--- config.mk ---
export PLATFORM = sky130hd
export DESIGN_NAME = aisw_monitor
export DESIGN_NICKNAME = d
export VERILOG_FILES = /design/src/rtl/aisw_pkg.sv /design/src/rtl/aisw_zero_cnt.sv /design/src/rtl/aisw_verdict.sv /design/src/rtl/aisw_monitor.sv
export SDC_FILE = /design/constraint.sdc
export NUM_CORES = 1
export LEC_CHECK = 0
export BUFFER_PORTS_ARGS = -buffer_cell sky130_fd_sc_hd__buf_2
export CAP_MARGIN = 15
export CORE_AREA = 2 2 39 41
export CTS_CLUSTER_SIZE = 40
export DETAILED_ROUTE_END_ITERATION = 10
export DIE_AREA = 0 0 41 43
export SLEW_MARGIN = 20
export SYNTH_ARGS = -nofsm -noshare
export SYNTH_HDL_FRONTEND = slang
export SYNTH_HIERARCHICAL = 1
export SYNTH_SLANG_ARGS = --single-unit
--- constraint.sdc ---
create_clock -name clk -period 1.2 [get_ports clk]
set_input_delay 0.3 -clock clk [delete_from_list [all_inputs] [get_ports clk]]
set_output_delay 0.3 -clock clk [all_outputs]
set_load 0.005 [all_outputs]
--- src/rtl/aisw_pkg.sv ---
`timescale 1ns/1ps
package aisw_pkg;
  // Width needed to hold values 0..lim.
  function automatic int cnt_bits(input int lim);
    return (lim < 1) ? 1 : $clog2(lim + 1);
  endfunction
endpackage

--- src/rtl/aisw_zero_cnt.sv ---
`timescale 1ns/1ps
// Saturating counter of qualified zero bits.
module aisw_zero_cnt #(
  parameter int LIMIT = 3,
  parameter int CW    = 2
) (
  input  logic          clk,
  input  logic          rst,
  input  logic          clr,
  input  logic          inc,
  output logic [CW-1:0] cnt
);
  localparam logic [CW-1:0] SAT = CW'(LIMIT);

  always_ff @(posedge clk) begin
    if (rst || clr) begin
      cnt <= '0;
    end else if (inc && (cnt != SAT)) begin
      cnt <= cnt + 1'b1;
    end
  end
endmodule

--- src/rtl/aisw_verdict.sv ---
`timescale 1ns/1ps
// Detects the start of a low window pulse and registers the alarm decision.
module aisw_verdict #(
  parameter int LIMIT = 3,
  parameter int CW    = 2
) (
  input  logic          clk,
  input  logic          rst,
  input  logic          win_n,
  input  logic [CW-1:0] cnt,
  output logic          ais
);
  localparam logic [CW-1:0] THR = CW'(LIMIT);

  logic win_q;
  logic fire;

  // A window must have been open (sampled high) before a decision counts.
  assign fire = !win_n && win_q;

  always_ff @(posedge clk) begin
    if (rst) begin
      win_q <= 1'b0;
      ais   <= 1'b0;
    end else begin
      win_q <= win_n;
      if (fire) begin
        ais <= (cnt < THR);
      end
    end
  end
endmodule

--- src/rtl/aisw_monitor.sv ---
`timescale 1ns/1ps
module aisw_monitor #(
  parameter int ZERO_LIMIT = 3
) (
  input  logic clk,
  input  logic rst,
  input  logic bit_in,
  input  logic bit_vld,
  input  logic win_n,
  output logic ais_o
);
  localparam int CW = aisw_pkg::cnt_bits(ZERO_LIMIT);

  logic [CW-1:0] zcnt;
  logic          zero_hit;

  assign zero_hit = win_n && bit_vld && !bit_in;

  aisw_zero_cnt #(.LIMIT(ZERO_LIMIT), .CW(CW)) cnt_i (
    .clk (clk),
    .rst (rst),
    .clr (!win_n),
    .inc (zero_hit),
    .cnt (zcnt)
  );

  aisw_verdict #(.LIMIT(ZERO_LIMIT), .CW(CW)) dec_i (
    .clk   (clk),
    .rst   (rst),
    .win_n (win_n),
    .cnt   (zcnt),
    .ais   (ais_o)
  );
endmodule

After elaboration in Yosys (flattened, before gate mapping)
Cells that the tools add are included.
{"block": "totals", "out_inout_bits": 1, "inputBits": 5, "reg_bits": 4}
{"block": "op_classes", "n_eq_ne": 1, "n_lt_le_gt_ge": 1, "add_sub_neg": 1, "n_reduce_logical": 7}
{"op": "logical AND 1 bit", "n": 4}
{"op": "adder 2 x 1 -> 2 bit (second input constant)", "n": 1}
{"op": "logical NOT 1 bit", "n": 2}
{"op": "< comparator 2 bit (second input constant)", "n": 1}
{"op": "!= test 2 bit (second input constant)", "n": 1}
{"op": "logical OR 1 bit", "n": 1}

Depth between registers and ports, before layout
{"block": "depth", "depth_word": 3, "ltp_mapped": 4, "mapped_depth_nobuf": 4}

By module
The synthesis kept the hierarchy.
{"mod": "aisw_zero_cnt", "area_each_um2": 105.1, "instances": 1, "cells_each": 8}
{"mod": "aisw_verdict", "area_each_um2": 78.8, "instances": 1, "cells_each": 7}
{"mod": "aisw_monitor", "area_each_um2": 12.5, "instances": 1, "cells_each": 2}

Worst setup path before layout
Ideal clock, no wire load.
{"block": "synth_path", "path_kind": "register to register", "start": "register cnt_i.cnt[0]", "end": "register cnt_i.cnt[1]", "required_time_ns": 1.084, "synth_period_minus_slack_ns": 1.021, "n_path_buf": 0, "arrival_ns": 0.905, "setup_time_ns": 0.116, "path_slack_ns": 0.179, "stages_incl_launch_ff": 5, "cell_sequence": "dfxtp_1 ha_1 nor2b_4 mux2i_1 nor3_2"}
{"block": "synth_via", "elab_chain_len": 2, "word_cells_on_any_way": 3, "classes_between": "add/sub (1); eq/ne (1); reduce/logical (1)"}
{"element": "from (decl)", "line": "aisw_zero_cnt.sv:11", "source": "output logic [CW-1:0] cnt"}
{"element": "from (signal assigned)", "line": "aisw_zero_cnt.sv:19", "source": "cnt <= cnt + 1'b1;"}
{"element": "parallel branches: the longest is 2 deep, another holds adder 2 x 1 -> 2 bit"}
Parallel ways; which one is timed is not known.
A chain may end at the register's enable or synchronous reset.

Worst setup path after layout
Ends and elaborated chain as after synthesis.

==> impl_results.md <==
* Core Region at between 1000 and 1500 sq um
* Adder-cell share of the synthesized area at under 10%
* Max-cap violations at 0
* Iteration-0 DRC count of the detailed router at 0
* Pwr Total at roughly 340 uW
* Worst hold start: rst
* Vias in the first global route at ~140
* Avg Cell Area, Syn at roughly 12 sq um
* Final setup vio count at 0
* # fillers at 160
* WP data arrival at roughly 1.2 ns
* Crit path time final at roughly 1.1 ns
* Number of detailed-route iterations in the first pass at 1
* Crit Path Max Fanout at 3
* Rows at 14
* Pleak at roughly 0.00012 uW
* Worst setup EP type: flip-flop
* Post-Synthesis Cells at 17
* R2R depth at 4
* GRT Total Usage at between 5 and 6%
* Total Wirelength at 322 um
* Largest net degree at the start of global routing at 6
* Clk Tree Root Cell: clkbuf_4
* FMAX at about 0.94 GHz
* Commonest cells after routing, fill and taps aside: 5 x buf_2, 4 x dfxtp_1, 3 x clkbuf_4
* Layout Utilization at a little under a fifth
* Die area at roughly 1800 sq um
* Areal power density over the cells at approximately 1300 nW/um^2
* Num CTS Buffers at 3
* Vias per cell at between 3 and 4
* Max-slew violation count at 0
* DRC at 0
* P&R area growth vs syn at 34.40%
* Htree depth at 1
* # diodes at 0
* Req. time, crit path at about 1.3 ns
* Via Count at around 150
* Syn nets at 23
* Final #Nets at 33
* Postcts setup bufs at 0
* Critical path origin: cnt_i/cnt[0]
* Mapped Area at approximately 200 sq um
* # IOs at 6
* Xor/xnor share of the synthesized area at around 4.5%
* Yosys reg bits at 4
* Max IR drop VDD at approximately 300 uV
* Unrepaired setup endpoints after global routing: false
* Port bufs at 5
* CTS clk-pin slew, worst paths at around 0.040 ns
* Largest family of logic cells by synthesized area: simple AND/OR/NAND/NOR gates
* CTS Hold Bufs at 0
* Status: completed
* Worst Setup Path Type: flip-flop to flip-flop
* Detailed placement HPWL at about 230 um
* Setup TNS at 0 ns
* Design Area, Final at 264.0 sq um
* Final hold vios at 0
* Startpoint Class: flip-flop
* ANT nets after route at 0
* Synth Area in Simple Gates at approximately 33%
* Die Ht at 43 um
* Initial Utilization at between 10% and 20%
* Wire length per cell at around 7.9 um
* Reg2Reg Launch Point: cnt_i/cnt[0]
* Worst-Skew Late Latency at ~0.24 ns
* Die width at 41 um
* Slew HR at roughly nine tenths
* First-pass GRT wire length at 510 um
* Placed inst area at roughly 240 sq um
* Layout cells sized above 1 at between 40% and 50%
* Commonest non-fill, non-tap cell in the layout: buf_2
* Hold crit path type: input pin to flip-flop
* GRT overflow at 0
* Syn. warnings at 6
* Post-synthesis mux area share at 5.096%
* Initial antenna violation count at 0
* CTS tree: done
* Clk buf depth at 2
* Sink Count at 4
* Post-route clock period utilization at between 80% and 90%
* Unique masters post-synth at 12
* PostCTS Resize Cnt at 0
* Hold depth at 2
* Seq/Total Area, Yosys at around two fifths
* Compound-gate portion of the synthesized area at roughly 6.4%
* Gpl congestion at between 0.6 and 0.7
* Actual slew at the worst max-slew pin at roughly 0.16 ns
* Clock skew at between 0.001 and 0.0015 ns
## synth_stat cells (all sizes together)
library cell  number  area share [%]
dfxtp              4              41
and3b              1             4.5
nand2b             1             3.2
nor2b              2              10
nor3               2              10
ha                 1             6.4
xnor2              1             4.5
a211oi             1             6.4
and4b              1             5.1
inv                2             3.8
mux2i              1             5.1
## stage by stage
stage | hold slack, ns | instances | setup WS, ns
after floorplan | 0.3646 | 17 | 0.1785
after global placement | 0.4542 | 38 | 0.05921
after detailed placement | 0.4538 | 38 | 0.06793
after CTS | 0.2933 | 41 | 0.1278
after global routing | 0.3099 | 41 | 0.07030
final | 0.2924 | 41 | 0.1383
## worst paths after layout
path                                endpoint  slack [ns]
worst max register to register  cnt_i/cnt[1]        0.14
worst min-delay path               dec_i/ais        0.29
worst min register to register     dec_i/ais        0.45
worst max-delay path            cnt_i/cnt[1]        0.14
## logic make-up (layout without fill, tap and decap cells)
family,after synthesis,after routing
AO/OA/AOI/OAI,1,1
adder cells (fa/ha/maj),1,1
buffers and inverters,2,10
XOR/XNOR,1,1
multiplexers,1,1
AND/OR/NAND/NOR,7,7
flip-flops,4,4
## flip-flops by register name, indices dropped and copies added (netlist names)
register and count:
cnt_i/cnt 2, dec_i/ais 1, dec_i/win_q 1
## layout make-up
cell class | count | area [sq um] | area share (%)
clock buffers | 3 | 22.52 | 8.531
flip-flops and latches | 4 | 80.08 | 30.33
well taps | 16 | 20.02 | 7.583
repair buffers | 5 | 25.02 | 9.479
multi-input cells | 11 | 108.9 | 41.23
inverters | 2 | 7.507 | 2.844
## critical path: stages (launching register included)
cell     delay (ns)
dfxtp_1        0.32
ha_1           0.23
nor2b_4        0.13
mux2i_1        0.22
nor3_2         0.05
## metal layers
layer / global-route usage (%) / wire length, um
met2: 4.688 / 119
met3: 3.141 / 31
met1: 5.484 / 150
met5: 0 / 0
met4: 10.00 / 21
## report_power, final
group	switching, uW	internal, uW	total, uW
sequential	2.14	138	140
combinational	12.2	14.9	27.2
clock	59.2	112	171
No activity file was read; power rests on OpenSTA's default activity.
